==> config.mk <==
export PLATFORM = sky130hd
export DESIGN_NAME = bitmove_unit
export DESIGN_NICKNAME = d
export VERILOG_FILES = /design/src/rtl/bm_pkg.sv /design/src/rtl/bm_decode.sv /design/src/rtl/bm_shift1.sv /design/src/rtl/bm_barrel.sv /design/src/rtl/bitmove_unit.sv
export SDC_FILE = /design/constraint.sdc
export NUM_CORES = 1
export LEC_CHECK = 0
export BUFFER_PORTS_ARGS = -buffer_cell sky130_fd_sc_hd__buf_2
export CAP_MARGIN = 25
export CORE_ASPECT_RATIO = 1.4
export CORE_MARGIN = 2
export CORE_UTILIZATION = 40
export DETAILED_ROUTE_END_ITERATION = 6
export MAX_ROUTING_LAYER = met4
export PLACE_DENSITY = 0.64
export SYNTH_ARGS = -nofsm -noshare
export SYNTH_HDL_FRONTEND = slang
export SYNTH_HIERARCHICAL = 1
export SYNTH_SLANG_ARGS = --single-unit
==> constraint.sdc <==
create_clock -name clk -period 7.7 [get_ports clk]
set_clock_uncertainty 0.2 [all_clocks]
set_input_delay 2.31 -clock clk [delete_from_list [all_inputs] [get_ports clk]]
set_output_delay 2.31 -clock clk [all_outputs]
set_load 0.03 [all_outputs]
==> src/rtl/bm_pkg.sv <==
package bm_pkg;
  localparam int DATA_W   = 16;
  localparam int OP_W     = 3;
  localparam int LOW_W    = 5;

  typedef enum logic [1:0] {
    KIND_PLAIN,
    KIND_RTC,
    KIND_ARITH
  } shift_kind_t;

  typedef enum logic [2:0] {
    SEL_PASS,
    SEL_SHIFT,
    SEL_ROT_IMM,
    SEL_ROT_REG,
    SEL_SEXT,
    SEL_INV
  } unit_sel_t;
endpackage

==> src/rtl/bm_decode.sv <==
module bm_decode
  import bm_pkg::*;
#(
  parameter int OPW  = OP_W,
  parameter int LOWW = LOW_W
) (
  input  logic [OPW-1:0]  op,
  input  logic [LOWW-1:0] low,
  output unit_sel_t       sel,
  output logic            dir_right,
  output shift_kind_t     kind
);
  always_comb begin
    dir_right = op[0];
    if (low[2])       kind = KIND_ARITH;
    else if (low[3])  kind = KIND_RTC;
    else              kind = KIND_PLAIN;

    if (!low[4]) begin
      sel = SEL_PASS;
    end else begin
      unique case (op)
        3'b000, 3'b001: sel = SEL_SEXT;
        3'b010, 3'b011: sel = SEL_SHIFT;
        3'b100:         sel = SEL_ROT_REG;
        3'b101:         sel = SEL_ROT_IMM;
        default:        sel = SEL_INV;
      endcase
    end
  end
endmodule

==> src/rtl/bm_shift1.sv <==
module bm_shift1
  import bm_pkg::*;
#(
  parameter int W = DATA_W
) (
  input  logic [W-1:0] din,
  input  logic         dir_right,
  input  shift_kind_t  kind,
  input  logic         cin,
  output logic [W-1:0] dout,
  output logic         cout
);
  logic fill;

  always_comb begin
    if (dir_right) begin
      unique case (kind)
        KIND_RTC:   fill = cin;
        KIND_ARITH: fill = din[W-1];
        default:    fill = 1'b0;
      endcase
      dout = {fill, din[W-1:1]};
      cout = din[0];
    end else begin
      fill = (kind == KIND_RTC) ? cin : 1'b0;
      dout = {din[W-2:0], fill};
      cout = din[W-1];
    end
  end

  // a rotate through carry conserves the ones over data plus carry
  always_comb begin
    if (kind == KIND_RTC)
      assert_rtc_conserves_R5: assert ($countones({dout, cout}) == $countones({din, cin}));
  end
endmodule

==> src/rtl/bm_barrel.sv <==
module bm_barrel
  import bm_pkg::*;
#(
  parameter int W  = DATA_W,
  parameter int AW = $clog2(W)
) (
  input  logic [W-1:0]  din,
  input  logic [AW-1:0] amt,
  output logic [W-1:0]  dout
);
  logic [W-1:0] stage [0:AW];

  assign stage[0] = din;

  for (genvar k = 0; k < AW; k++) begin : g_stage
    localparam int SH = 1 << k;
    assign stage[k+1] = amt[k] ? {stage[k][W-SH-1:0], stage[k][W-1:W-SH]}
                               : stage[k];
  end

  assign dout = stage[AW];

  // a zero amount is the identity, and any rotation keeps the ones count
  always_comb begin
    if (amt == '0)
      assert_zero_amt_identity_R8: assert (dout == din);
    assert_rot_keeps_ones_R6: assert ($countones(dout) == $countones(din));
  end
endmodule

==> src/rtl/bitmove_unit.sv <==
module bitmove_unit
  import bm_pkg::*;
#(
  parameter int DW = DATA_W
) (
  input  logic          clk,
  input  logic          rst,
  input  logic [2:0]    op_i,
  input  logic [4:0]    low_i,
  input  logic [DW-1:0] src_i,
  input  logic [DW-1:0] amt_reg_i,
  input  logic          carry_i,
  output logic [DW-1:0] result_o,
  output logic          carry_o,
  output logic          zero_o,
  output logic          neg_o
);
  localparam int AMT_W  = $clog2(DW);
  localparam int BYTE_W = 8;

  unit_sel_t    sel_c;
  logic         dir_right_c;
  shift_kind_t  kind_c;
  logic [DW-1:0] sh_res_c, rot_res_c, res_c;
  logic          sh_c, carry_c;
  logic [AMT_W-1:0] amt_c;

  bm_decode u_dec (
    .op        (op_i),
    .low       (low_i),
    .sel       (sel_c),
    .dir_right (dir_right_c),
    .kind      (kind_c)
  );

  bm_shift1 #(.W(DW)) u_sh1 (
    .din       (src_i),
    .dir_right (dir_right_c),
    .kind      (kind_c),
    .cin       (carry_i),
    .dout      (sh_res_c),
    .cout      (sh_c)
  );

  assign amt_c = (sel_c == SEL_ROT_IMM) ? low_i[AMT_W-1:0] : amt_reg_i[AMT_W-1:0];

  bm_barrel #(.W(DW), .AW(AMT_W)) u_rot (
    .din  (src_i),
    .amt  (amt_c),
    .dout (rot_res_c)
  );

  always_comb begin
    carry_c = carry_i;
    unique case (sel_c)
      SEL_SHIFT: begin
        res_c   = sh_res_c;
        carry_c = sh_c;
      end
      SEL_ROT_IMM, SEL_ROT_REG: res_c = rot_res_c;
      SEL_SEXT: res_c = {{(DW-BYTE_W){src_i[BYTE_W-1]}}, src_i[BYTE_W-1:0]};
      SEL_INV:  res_c = ~src_i;
      default:  res_c = src_i;
    endcase
  end

  always_ff @(posedge clk) begin
    if (rst) begin
      result_o <= '0;
      carry_o  <= 1'b0;
      zero_o   <= 1'b1;
      neg_o    <= 1'b0;
    end else begin
      result_o <= res_c;
      carry_o  <= carry_c;
      zero_o   <= ~|res_c;
      neg_o    <= res_c[DW-1];
    end
  end

  logic past_ok;
  always_ff @(posedge clk) begin
    if (rst) past_ok <= 1'b0;
    else     past_ok <= 1'b1;
  end

  // flags agree with the registered result
  assert_zero_flag_R11: assert property (@(posedge clk) disable iff (rst)
    zero_o == (result_o == '0));
  assert_neg_flag_R11: assert property (@(posedge clk) disable iff (rst)
    neg_o == result_o[DW-1]);

  // multi-bit rotations keep the carry
  assert_rot_keeps_carry_R8: assert property (@(posedge clk) disable iff (rst)
    past_ok && $past(sel_c == SEL_ROT_IMM || sel_c == SEL_ROT_REG)
      |-> carry_o == $past(carry_i));

  // invert one cycle later
  assert_invert_R10: assert property (@(posedge clk) disable iff (rst)
    past_ok && $past(sel_c == SEL_INV) |-> result_o == ~$past(src_i));

  // non-group words pass through
  assert_pass_through_R12: assert property (@(posedge clk) disable iff (rst)
    past_ok && $past(low_i[4] == 1'b0)
      |-> (result_o == $past(src_i)) && (carry_o == $past(carry_i)));
endmodule

* Word level (Yosys, flattened, before mapping)
Index checks and enable logic that the tools add are counted.
Operators by class: equality and inequality tests 12, mux-type cells 15, bitwise operators 1, reductions and logical operators 6
Operator list (number):
- 2-to-1 mux 16 bit | 5
- case mux 16 bit (4 select lines) | 1
- NOT 16 bit | 1
- OR reduction 16 bit | 1
- == test 3 x 2 -> 1 bit (second input constant) | 4
- == test 3 bit (second input constant) | 4
- case mux 3 bit (4 select lines) | 1
- == test 3 x 1 -> 1 bit (second input constant) | 2
- OR reduction 2 bit | 3
- 2-to-1 mux 1 bit | 4
- 2-to-1 mux 4 bit | 1
- zero test 3 bit | 1
- 2-to-1 mux 3 bit | 1
- == test 2 x 1 -> 1 bit (second input constant) | 1
- == test 2 bit (second input constant) | 1
- 2-to-1 mux 2 bit | 1
- case mux 1 bit (2 select lines) | 1
- zero test 1 bit | 1
Word-level totals: register bits after elaboration 19, input port bits 43, output and inout port bits 19

* Depth between registers and ports, before layout
word-level depth 13, depth in mapped cells 14, depth with buffers taken out 12

* Modules after synthesis
Netlist, hierarchy kept.
By module, submodules not included:
- bitmove_unit | instances 1, cells an instance 168, area an instance 1368.8 um^2, sequential area each 360.3 um^2
- bm_barrel | instances 1, cells an instance 40, area an instance 830.8 um^2, sequential area each 0.0 um^2
- bm_shift1 | instances 1, cells an instance 28, area an instance 295.3 um^2, sequential area each 0.0 um^2
- bm_decode | instances 1, cells an instance 8, area an instance 60.1 um^2, sequential area each 0.0 um^2

* Worst setup path after synthesis
Ideal clock, no wire load.
path kind input -> register, start point input op_i[2], end point register zero_o, setup time 0.096 ns, arrival 5.537 ns, setup slack 1.867 ns, stages on the path 13, cells stage by stage nor2b_1 -> o21a_1 -> clkbuf_1 -> nor2_1 -> mux2_2 -> buf_6 -> buf_12 -> mux4_2 -> mux4_1 -> mux2_1 -> a221oi_2 -> nand4_1 -> o41ai_2
On the way: elaborated cells on any way between the ends 24
RTL lines:
- start, declared | line bitmove_unit.sv:8 | input logic [2:0] op_i,
- == test 3 x 2 -> 1 bit (tied with other cells) | line bm_decode.sv:22 | unique case (op)
- OR reduction 2 bit | line bm_decode.sv:22
- case mux 3 bit (4 select lines) (*) | line bm_decode.sv:22
- 2-to-1 mux 3 bit (*) | line bm_decode.sv:19 | if (!low[4]) begin
- via sel_c[0] | line bitmove_unit.sv:21 | unit_sel_t sel_c;
- == test 3 x 2 -> 1 bit (*) | line bitmove_unit.sv:45 | assign amt_c = (sel_c == SEL_ROT_IMM) ? low_i[AMT_W-1:0] : amt_reg_i[AMT_W-1:0];
- 2-to-1 mux 4 bit (*) | line bitmove_unit.sv:45
- via amt_c[1] | line bitmove_unit.sv:26 | logic [AMT_W-1:0] amt_c;
- 2-to-1 mux 16 bit (*) (3 in series) | line bm_barrel.sv:17 | assign stage[k+1] = amt[k] ? {stage[k][W-SH-1:0], stage[k][W-1:W-SH]}
- via rot_res_c[15] | line bitmove_unit.sv:24 | logic [DW-1:0] sh_res_c, rot_res_c, res_c;
- case mux 16 bit (4 select lines) (*) | line bitmove_unit.sv:55 | unique case (sel_c)
- OR reduction 16 bit (*) | line bitmove_unit.sv:76 | zero_o <= ~|res_c;
- zero test 1 bit (*) | line bitmove_unit.sv:76
- end signal, assigned | line bitmove_unit.sv:76
- end, declared | line bitmove_unit.sv:15 | output logic zero_o,
Mark *: on every way through the listed nets, which the timed path passes. The rest lies on a longest branch. A chain may end at the register's enable or synchronous reset.

* Final worst setup path
start point input op_i[1], end point register zero_o
On the way: elaborated cells on any way between the ends 24
RTL lines (line):
- == test 3 x 2 -> 1 bit (tied with other cells) | bm_decode.sv:22
- OR reduction 2 bit | bm_decode.sv:22
- case mux 3 bit (4 select lines) (*) | bm_decode.sv:22
- 2-to-1 mux 3 bit (*) | bm_decode.sv:19
- via sel_c[1] | bitmove_unit.sv:21
- == test 3 x 2 -> 1 bit (*) | bitmove_unit.sv:45
- 2-to-1 mux 4 bit (*) | bitmove_unit.sv:45
- via amt_c[3] | bitmove_unit.sv:26
- 2-to-1 mux 16 bit (*) | bm_barrel.sv:17
- via rot_res_c[11] | bitmove_unit.sv:24
- case mux 16 bit (4 select lines) (*) | bitmove_unit.sv:55
- OR reduction 16 bit (*) | bitmove_unit.sv:76
- zero test 1 bit (*) | bitmove_unit.sv:76
Marked as above.

==> summary.md <==
| Metric | Value |
|---|---|
| Post-synth cell types | 42 |
| Initial antenna violation count | 0 |
| Synthesized area per cell | 10.5 um2 |
| Critical Path Fanout Max | 30 |
| Leakage | 1.13 nW |
| Crit path time final | 6.52 ns |
| Die Y-Extent | 98.6 um |
| GR Util met3 | 0.0174 |
| Multi-input combinational cell area | 1990 um2 |
| Setup bufs post-CTS | 0 |
| CTS Buf Count | 3 |
| Routed len/inst | 17.8 um |
| CP arrival | 6.47 ns |
| Synth Register Bits | 18 |
| Max-cap violations | 0 |
| Final Cycle Share | 0.846 |
| Initial Util | 0.411 |
| GRT busiest layer | met2 |
| Cell count after synthesis | 244 |
| Vias per cell | 6.10 |
| Total gr overflow | 0 |
| Setup Crit Path Kind | input port to register |
| Final Net Count | 321 |
| Post-CTS resize count | 0 |
| Pint | 241 uW |
| Slowest CP cell | mux4_1 |
| Hold Crit Depth | 2 |
| FILL cells | 623 |
| Setup TNS | 0 ns |
| CTS clk-pin slew, worst paths | 0.06 ns |
| Slew HR | 0.613 |
| Outcome | finished, final reports clean |
| WP depth | 11 |
| YS warnings | 6 |
| IO Pins | 62 |
| Slew Viols, Final | 0 |
| Post-route cell area | 2780 um2 |
| Sequential share of power | 0.276 |
| Leading area contributor after synthesis | mux4_2 |
| # setup viols final | 0 |
| Register area share after synthesis | 0.141 |
| Worst-case clock buffer depth | 2 |
| Slew @ Worst Pin | 0.581 ns |
| Layout cells sized above 1 | 0.404 |
| Number of H-tree levels | 1 |
| CP startpoint kind | input port |
| Worst EP required | 7.66 ns |
| Largest net degree at the start of global routing | 42 |
| Switching part of the total power | 0.358 |
| Pwr/cell area | 135 nW/um2 |
| Sink Count | 18 |
| Hold_sp | rst |
| Yosys top cell area share | 0.159 |
| CP delay by family, top | multiplexers |
| Total track usage | 0.188 |
| Final hold viol count | 0 |
| CP bufs+invs | 1 |
| Iteration-0 DRC Markers | 113 |
| Vias | 2,115 |
| Area contributors post-synth | mux4_2 (16%), mux4_1 (14%), dfxtp_1 (14%) |
| Cell row count | 34 |
| Gp weighted congestion | 0.899 |
| Met1 usage | 0.225 |
| IO buf count | 49 |
| Chip width | 71.5 um |
| Synth Net Count | 289 |
| Setup crit end kind | register |
| Die area | 7050 um2 |
| DP HPWL | 4.77 mm |
| DRT antenna net count | 0 |
| DP Area | 2720 um2 |
| Vias in the first global route | 2,021 |
| Clock power share | 0.195 |
| Fmax | 0.153 GHz |
| Largest stage delay on the critical path | 0.70 ns |
| Met2 usage in global routing | 0.322 |
| Number of diodes | 0 |
| TritonCTS clock tree | yes |
| Synthesized area | 2550 um2 |
| Hold buffer count at CTS | 0 |
| Most common cell after layout, fill and taps aside | buf_2 |
| Hold Path Class | input port to register |
| First-pass GRT wire length | 10.2 mm |
| Final wirelength | 6.17 mm |
| VDD IR max | 0.0415 mV |
| Worst Hold Path EP | result_o[2] |
| DRC Markers | 0 |
| Syn-to-layout area delta | 8.77% |
| RSZ-0062 raised after global routing | false |
| Logic pwr share | 0.529 |
| Core footprint | 6210 um2 |
| Seq. cell area | 360 um2 |
| Worst path cell trace | buf_2 -> and3b_2 -> nand2b_1 -> nor2_1 -> mux2_2 -> mux4_1 -> mux4_2 -> mux2_1 -> a221oi_1 -> nand4_1 -> o41ai_2 |
| TritonRoute pass-1 iters | 4 |
| Clk root buf | clkbuf_8 |
| Commonest non-fill, non-tap cells in the layout | buf_2 (49), nor2_1 (38), mux2_2 (22) |
| Sw Pwr | 134 uW |
## metrics by stage
| stage | std cells | hold WS (ns) | worst slack, ns | utilization | power, mW |
|---|---|---|---|---|---|
| finish | 347 | 2.19 | 1.18 | 0.447 | 0.376 |
| global route | 347 | 2.21 | 0.932 | 0.447 | 0.400 |
| CTS | 347 | 2.19 | 1.21 | 0.447 | 0.379 |
| detailed placement | 343 | 2.45 | 0.963 | 0.439 | 0.304 |
| global placement | 343 | 2.45 | 1.01 | 0.439 | 0.302 |
| floorplan | 244 | 2.18 | 1.87 | - | 0.263 |
## layer usage
layer  vias up  part of all wire
met5         -                 0
met1      1016              0.39
met3        15             0.054
met4         0             0.028
li1       1016                 -
met2        68              0.52
## area by class of cell
class | count | share of cell area
clock buffer | 4 | 0.0198
inverter | 5 | 0.00675
multi-input combinational | 197 | 0.718
sequential | 18 | 0.130
tap | 72 | 0.0324
timing repair buffer | 51 | 0.0937
## sequential cells by signal, summed over array words and instances, names as in the netlist
signal	count
result_o	16
zero_o	1
carry_o	1
## cell usage after synthesis, drive strengths merged
cell type  instances
a211oi             4
a21oi              7
a221oi             5
a22o               1
a22oi              8
a2bb2oi            3
a311oi             2
and2              10
and2b              2
and3b              1
buf               19
clkbuf             5
dfxtp             18
ha                 2
inv                5
mux2              34
mux4              32
nand2              3
nand2b            10
nand3              2
nand4              3
nor2              39
nor2b              4
nor3               3
o2111a             3
o21a               2
o21ai             12
o22ai              2
o41ai              1
or2b               1
xnor2              1
## how the worst max path moves through the flow
stage                        end     from  slack [ns]
final                     zero_o  op_i[1]        1.18
after global routing      zero_o  op_i[1]        0.93
after CTS                 zero_o  op_i[1]        1.21
after detailed placement  zero_o  op_i[1]        0.96
after global placement    zero_o  op_i[1]        1.01
after floorplan           zero_o  op_i[2]        1.87
## kinds of logic (layout without fill, tap and decap cells)
logic type / count (synthesis) / count (layout) / synth area share
buf+inv: 29 / 60 / 0.0784
flops: 18 / 18 / 0.141
xor+xnor: 1 / 1 / 0.00343
simple gates: 78 / 78 / 0.154
mux: 66 / 66 / 0.466
compound gates: 50 / 50 / 0.148
fa+ha+maj: 2 / 2 / 0.00979
## power groups by stage
stage / logic [mW] / registers, mW / clock network, mW
2_1_floorplan: 0.138 / 0.125 / 0
5_1_grt: 0.216 / 0.104 / 0.0798
4_1_cts: 0.199 / 0.104 / 0.0758
6_report: 0.199 / 0.104 / 0.0733
3_5_place_dp: 0.198 / 0.106 / 0
3_3_place_gp: 0.196 / 0.106 / 0
Note: power is estimated with default switching activity, not from simulation.
